<file path="config.mk">
export PLATFORM = sky130hd
export DESIGN_NAME = mbox_xbar
export DESIGN_NICKNAME = d
export VERILOG_FILES = /design/src/rtl/mbox_pkg.sv /design/src/rtl/mbox_shreg.sv /design/src/rtl/mbox_port.sv /design/src/rtl/mbox_xbar.sv
export SDC_FILE = /design/constraint.sdc
export NUM_CORES = 1
export LEC_CHECK = 0
export CAP_MARGIN = 10
export CORE_AREA = 10 10 144 146
export CTS_BUF_LIST = sky130_fd_sc_hd__clkbuf_4 sky130_fd_sc_hd__clkbuf_8
export DETAILED_ROUTE_END_ITERATION = 10
export DIE_AREA = 0 0 154 156
export DONT_BUFFER_PORTS = 1
export PLACE_DENSITY = 0.44
export SETUP_SLACK_MARGIN = 0.02
export SYNTH_ARGS = -nofsm -noshare
export SYNTH_HDL_FRONTEND = slang
export SYNTH_SLANG_ARGS = --single-unit
</file>
<file path="constraint.sdc">
create_clock -name clk -period 3.32 [get_ports clk]
set_input_delay 0.332 -clock clk [delete_from_list [all_inputs] [get_ports clk]]
set_output_delay 0.332 -clock clk [all_outputs]
set_load 0.02 [all_outputs]
</file>
<file path="src/rtl/mbox_pkg.sv">
package mbox_pkg;

    // Response state of one load/store port.
    typedef enum logic [1:0] {
        PS_IDLE    = 2'd0,
        PS_MEM_RSP = 2'd1,
        PS_REG_RSP = 2'd2
    } port_state_e;

    // Number of ports and their fixed roles.
    localparam int NPORT     = 2;
    localparam int PORT_SND  = 0;
    localparam int PORT_RCV  = 1;

endpackage

</file>
<file path="src/rtl/mbox_shreg.sv">
// Shared register: loads on a clock edge when its strobe is high, holds otherwise.
module mbox_shreg #(
    parameter int DW = 32
) (
    input  logic          clk,
    input  logic          rst_n,
    input  logic          upd,
    input  logic [DW-1:0] d,
    output logic [DW-1:0] q
);

    logic [DW-1:0] value_q;

    always_ff @(posedge clk or negedge rst_n) begin
        if (!rst_n) begin
            value_q <= '0;
        end else if (upd) begin
            value_q <= d;
        end
    end

    assign q = value_q;

endmodule

</file>
<file path="src/rtl/mbox_port.sv">
// One load/store port: routes in-window accesses to memory and the rest to
// the shared-register path, and answers every load one cycle later.
module mbox_port
    import mbox_pkg::*;
#(
    parameter int AW         = 32,
    parameter int DW         = 32,
    parameter int DMEM_WORDS = 32768,
    parameter int RD_BITS    = 32
) (
    input  logic          clk,
    input  logic          rst_n,
    // core side
    input  logic          req,
    input  logic          we,
    input  logic [AW-1:0] addr,
    input  logic [DW-1:0] wdata,
    output logic          rvalid,
    output logic [DW-1:0] rdata,
    // private memory side
    output logic          mem_req,
    output logic          mem_we,
    output logic [AW-1:0] mem_addr,
    output logic [DW-1:0] mem_wdata,
    input  logic [DW-1:0] mem_rdata,
    // shared-register side
    output logic          out_we,
    output logic [DW-1:0] out_data,
    input  logic [DW-1:0] in_data
);

    localparam logic [AW-1:0] WIN_EDGE = AW'(DMEM_WORDS);
    localparam logic [DW-1:0] RD_MASK  = (RD_BITS >= DW) ? {DW{1'b1}}
                                       : DW'((64'd1 << RD_BITS) - 64'd1);

    port_state_e   state_q, state_d;
    logic          above_win;
    logic          load_mem, load_reg;
    logic [DW-1:0] held_q;

    // Window decode: only the edge compare, no further address decode.
    always_comb begin
        above_win = (addr >= WIN_EDGE);
        load_mem  = req && !we && !above_win;
        load_reg  = req && !we &&  above_win;
    end

    // Memory side and outgoing store strobe (strobe is low unless a store
    // above the window is presented in this cycle).
    always_comb begin
        mem_req   = req && !above_win;
        mem_we    = we;
        mem_addr  = addr;
        mem_wdata = wdata;
        out_we    = req && we && above_win;
        out_data  = wdata;
    end

    // Next-state selection.
    always_comb begin
        unique case (1'b1)
            load_mem: state_d = PS_MEM_RSP;   // T_LOAD_MEM
            load_reg: state_d = PS_REG_RSP;   // T_LOAD_REG
            default:  state_d = PS_IDLE;      // T_NO_LOAD
        endcase
    end

    // State register.
    always_ff @(posedge clk or negedge rst_n) begin
        if (!rst_n) begin
            state_q <= PS_IDLE;
        end else begin
            state_q <= state_d;
        end
    end

    // Shared value sampled when the load is presented (pre-edge value).
    always_ff @(posedge clk or negedge rst_n) begin
        if (!rst_n) begin
            held_q <= '0;
        end else if (load_reg) begin
            held_q <= in_data & RD_MASK;
        end
    end

    // Outputs per state.
    always_comb begin
        unique case (state_q)
            PS_MEM_RSP: begin
                rvalid = 1'b1;
                rdata  = mem_rdata;
            end
            PS_REG_RSP: begin
                rvalid = 1'b1;
                rdata  = held_q;
            end
            default: begin
                rvalid = 1'b0;
                rdata  = '0;
            end
        endcase
    end

endmodule

</file>
<file path="src/rtl/mbox_xbar.sv">
// Two-port mailbox intercept: producer (port 0) and consumer (port 1).
module mbox_xbar
    import mbox_pkg::*;
#(
    parameter int AW         = 32,
    parameter int DW         = 32,
    parameter int DMEM_WORDS = 32768,
    parameter int BUSY_W     = 8
) (
    input  logic          clk,
    input  logic          rst_n,
    input  logic          snd_req,
    input  logic          snd_we,
    input  logic [AW-1:0] snd_addr,
    input  logic [DW-1:0] snd_wdata,
    output logic          snd_rvalid,
    output logic [DW-1:0] snd_rdata,
    output logic          snd_mem_req,
    output logic          snd_mem_we,
    output logic [AW-1:0] snd_mem_addr,
    output logic [DW-1:0] snd_mem_wdata,
    input  logic [DW-1:0] snd_mem_rdata,
    input  logic          rcv_req,
    input  logic          rcv_we,
    input  logic [AW-1:0] rcv_addr,
    input  logic [DW-1:0] rcv_wdata,
    output logic          rcv_rvalid,
    output logic [DW-1:0] rcv_rdata,
    output logic          rcv_mem_req,
    output logic          rcv_mem_we,
    output logic [AW-1:0] rcv_mem_addr,
    output logic [DW-1:0] rcv_mem_wdata,
    input  logic [DW-1:0] rcv_mem_rdata
);

    // Port-indexed views of the flat ports.
    logic          p_req       [NPORT];
    logic          p_we        [NPORT];
    logic [AW-1:0] p_addr      [NPORT];
    logic [DW-1:0] p_wdata     [NPORT];
    logic          p_rvalid    [NPORT];
    logic [DW-1:0] p_rdata     [NPORT];
    logic          p_mem_req   [NPORT];
    logic          p_mem_we    [NPORT];
    logic [AW-1:0] p_mem_addr  [NPORT];
    logic [DW-1:0] p_mem_wdata [NPORT];
    logic [DW-1:0] p_mem_rdata [NPORT];

    // Shared registers: index 0 is the data word, index 1 the ack count.
    logic          reg_upd [NPORT];
    logic [DW-1:0] reg_d   [NPORT];
    logic [DW-1:0] reg_q   [NPORT];

    always_comb begin
        p_req[PORT_SND]       = snd_req;
        p_we[PORT_SND]        = snd_we;
        p_addr[PORT_SND]      = snd_addr;
        p_wdata[PORT_SND]     = snd_wdata;
        p_mem_rdata[PORT_SND] = snd_mem_rdata;
        p_req[PORT_RCV]       = rcv_req;
        p_we[PORT_RCV]        = rcv_we;
        p_addr[PORT_RCV]      = rcv_addr;
        p_wdata[PORT_RCV]     = rcv_wdata;
        p_mem_rdata[PORT_RCV] = rcv_mem_rdata;
    end

    assign snd_rvalid    = p_rvalid[PORT_SND];
    assign snd_rdata     = p_rdata[PORT_SND];
    assign snd_mem_req   = p_mem_req[PORT_SND];
    assign snd_mem_we    = p_mem_we[PORT_SND];
    assign snd_mem_addr  = p_mem_addr[PORT_SND];
    assign snd_mem_wdata = p_mem_wdata[PORT_SND];
    assign rcv_rvalid    = p_rvalid[PORT_RCV];
    assign rcv_rdata     = p_rdata[PORT_RCV];
    assign rcv_mem_req   = p_mem_req[PORT_RCV];
    assign rcv_mem_we    = p_mem_we[PORT_RCV];
    assign rcv_mem_addr  = p_mem_addr[PORT_RCV];
    assign rcv_mem_wdata = p_mem_wdata[PORT_RCV];

    // Port g writes register g and reads the other port's register.
    for (genvar g = 0; g < NPORT; g++) begin : g_port
        localparam int PEER    = (g == PORT_SND) ? PORT_RCV : PORT_SND;
        localparam int RD_BITS = (g == PORT_SND) ? BUSY_W : DW;

        mbox_port #(
            .AW         (AW),
            .DW         (DW),
            .DMEM_WORDS (DMEM_WORDS),
            .RD_BITS    (RD_BITS)
        ) u_port (
            .clk       (clk),
            .rst_n     (rst_n),
            .req       (p_req[g]),
            .we        (p_we[g]),
            .addr      (p_addr[g]),
            .wdata     (p_wdata[g]),
            .rvalid    (p_rvalid[g]),
            .rdata     (p_rdata[g]),
            .mem_req   (p_mem_req[g]),
            .mem_we    (p_mem_we[g]),
            .mem_addr  (p_mem_addr[g]),
            .mem_wdata (p_mem_wdata[g]),
            .mem_rdata (p_mem_rdata[g]),
            .out_we    (reg_upd[g]),
            .out_data  (reg_d[g]),
            .in_data   (reg_q[PEER])
        );

        mbox_shreg #(
            .DW (DW)
        ) u_reg (
            .clk   (clk),
            .rst_n (rst_n),
            .upd   (reg_upd[g]),
            .d     (reg_d[g]),
            .q     (reg_q[g])
        );
    end

endmodule

</file>
==> impl_metrics.json <==
{
  "clkSinkCount": 84,
  "path_cells": "inv_1 > ha_1 > buf_4 > nor2_1",
  "grt_max_degree": 85,
  "drtIter0Drc": 94,
  "max_slew_margin": 0.477,
  "synthArstFlopShare": 1.00,
  "maxSlewViolCount": 0,
  "numCtsBuffers": 9,
  "fin_nets": 526,
  "path_class": "register to primary output",
  "insertion_delay_ps": 370,
  "start_kind": "register",
  "drive_above_1_share": 0.311,
  "ys_seq_elements": 84,
  "synth_enable_flop_cells": 0,
  "place.gp.congestion": 0.728,
  "critPathTopFamily": "adder cells",
  "p_per_area_nw_per_um2": 527,
  "rows": 49,
  "final_cells": 558,
  "die_h_um": 156,
  "cp-end-kind": "primary output",
  "die_x_um": 154,
  "clockBufferDepth": 2,
  "slowest_delay_ps": 520,
  "synth.avg_cell_area_um2": 10.8,
  "synthCells": 458,
  "num_io_pins": 396,
  "yosysTopAreaCell": "dfrtp_1",
  "min_period_ps": 2370,
  "critPathMaxFanout": 19,
  "portBuffers": 0,
  "worstPathRequired_ps": 2990,
  "core_um2": 17800,
  "netlist_top_cells_area": "dfrtp_1, buf_4, mux2_2",
  "synth_top_area_frac": 0.424,
  "maxCapViolations": 0,
  "vias": 2725,
  "drc": 0,
  "outcome": "finished clean",
  "p_leak_nw": 1.72,
  "fin_skew_ps": 13.4,
  "first_pass_iters": 4,
  "fin_tns_setup_ps": 0,
  "wire_per_inst_um": 24.7,
  "worst-path-buf-inv": 2,
  "post-route-util": 0.246,
  "syn_nets": 660,
  "cts_root_buffer": "clkbuf_8",
  "yosysSeqAreaShare": 0.424,
  "fillers": 1871,
  "antenna_found_initial": 2,
  "setup_viol": 0,
  "hold_violations": 0,
  "hold_path_class": "primary input to register",
  "synth_commonest_cells": "buf_4, dfrtp_1, mux2_2, nor2_1, a22oi_1",
  "ys.flop_type": "dfrtp_1",
  "track_usage": 0.110,
  "drtAntennaViolNets": 0,
  "cp.arrival_ps": 2040,
  "place_hpwl_um": 10600,
  "synth.most_common_cell": "buf_4",
  "finalWirelength_um": 13800,
  "ys_warn_count": 0,
  "synth_area_um2": 4950,
  "cts.reportedPaths.clkPinSlew_ps": 100,
  "overflow": 0,
  "tritoncts": "built",
  "ctsResizeCount": 0,
  "fmax_mhz": 422,
  "ir_drop_mv": 0.198,
  "postCtsSetupBuffers": 0,
  "grt_pass1_wl_um": 20200,
  "synth_cell_types": 20,
  "grt_pass1_vias": 3111,
  "vias_per_cell": 4.88,
  "place_inst": 540,
  "syn2layout_area_growth_pct": -11.3,
  "hold_ws_ps": 80.3,
  "rsz0062_at_grt": "false",
  "power_mw": 2.32,
  "tightest_slew_ps": 785,
  "register_area_um2": 2100,
  "htreeDepth": 3,
  "period_share": 0.713,
  "critical_path.slowest_cell": "ha_1",
  "multiInputGateArea_um2": 1730,
  "die-area_um2": 24000,
  "ctsHoldBuffers": 2,
  "initial_core_util": 0.278
}
state kept, by name (all words and copies together), names as in the netlist:
register               count
g_port.u_reg.q            40
g_port.u_port.state_q      4
g_port.u_port.held_q      40
report_power, final:
group	internal [mW]	switching [mW]
logic	0.189	0.141
clock network	0.275	0.394
registers	1.21	0.104
total	1.68	0.639
per-layer routing:
layer / share of wire / wire [um] / vias to the layer above / global-route usage
met3: 0.073 / 1010 / 65 / 0.0356
met1: 0.39 / 5330 / 1364 / 0.121
met4: 0.042 / 586 / 0 / 0.0738
li1: - / - / 1148 / -
met5: 0 / 0 / - / 0
met2: 0.50 / 6880 / 148 / 0.179
final timing paths:
kind                                             startpoint  depth (start not counted)  slack (ps)                     endpoint
worst max-delay path            g_port[1].u_port.state_q[0]                          4         950                rcv_rdata[28]
worst min-delay path                          snd_wdata[30]                          1          80        g_port[0].u_reg.q[30]
worst max register to register        g_port[0].u_reg.q[30]                          1        2540        g_port[0].u_reg.q[30]
worst min register to register         g_port[0].u_reg.q[5]                          1         500         g_port[0].u_reg.q[5]
max in group asynchronous                             rst_n                          2        2430  g_port[1].u_port.held_q[28]
min in group asynchronous                             rst_n                          2         570        g_port[0].u_reg.q[23]
cell families after synthesis:
group	synth area share
adders and majority gates	0.0101
DFF	0.424
AOI/OAI and AO/OA	0.0705
buffers and inverters	0.229
and+or+nand+nor	0.0843
muxes	0.182
cell usage in the layout, fill, tap and decap left out, drive strengths merged:
master	netlist	final
clkinvlp	0	4
nor3	2	2
buf	137	6
mux2	80	80
inv	8	10
and2	28	28
o21ai	2	2
o211a	1	1
diode	0	1
dlygate4sd3	0	1
nor4	6	6
ha	4	4
nor2b	2	2
nand3	2	2
nor2	44	44
nand2	2	2
a22oi	40	40
o211ai	1	1
clkbuf	15	9
dfrtp	84	84
area by class of cell:
| cell class | count | share of cell area |
|---|---|---|
| multi-input cells | 214 | 0.393 |
| clock inverters | 6 | 0.0114 |
| diodes | 1 | 0.000569 |
| well taps | 229 | 0.0652 |
| flip-flops and latches | 84 | 0.478 |
| repair buffers | 7 | 0.0171 |
| clock buffers | 9 | 0.0282 |
| inverters | 8 | 0.00683 |
stage by stage:
stage / setup slack (ps) / area, um2
floorplan: 1630 / 4950
global route: 797 / 4390
CTS: 873 / 4390
finish: 952 / 4400
detailed placement: 1260 / 4180
global placement: 1290 / 4180
Note: power is estimated with default switching activity, not from simulation.
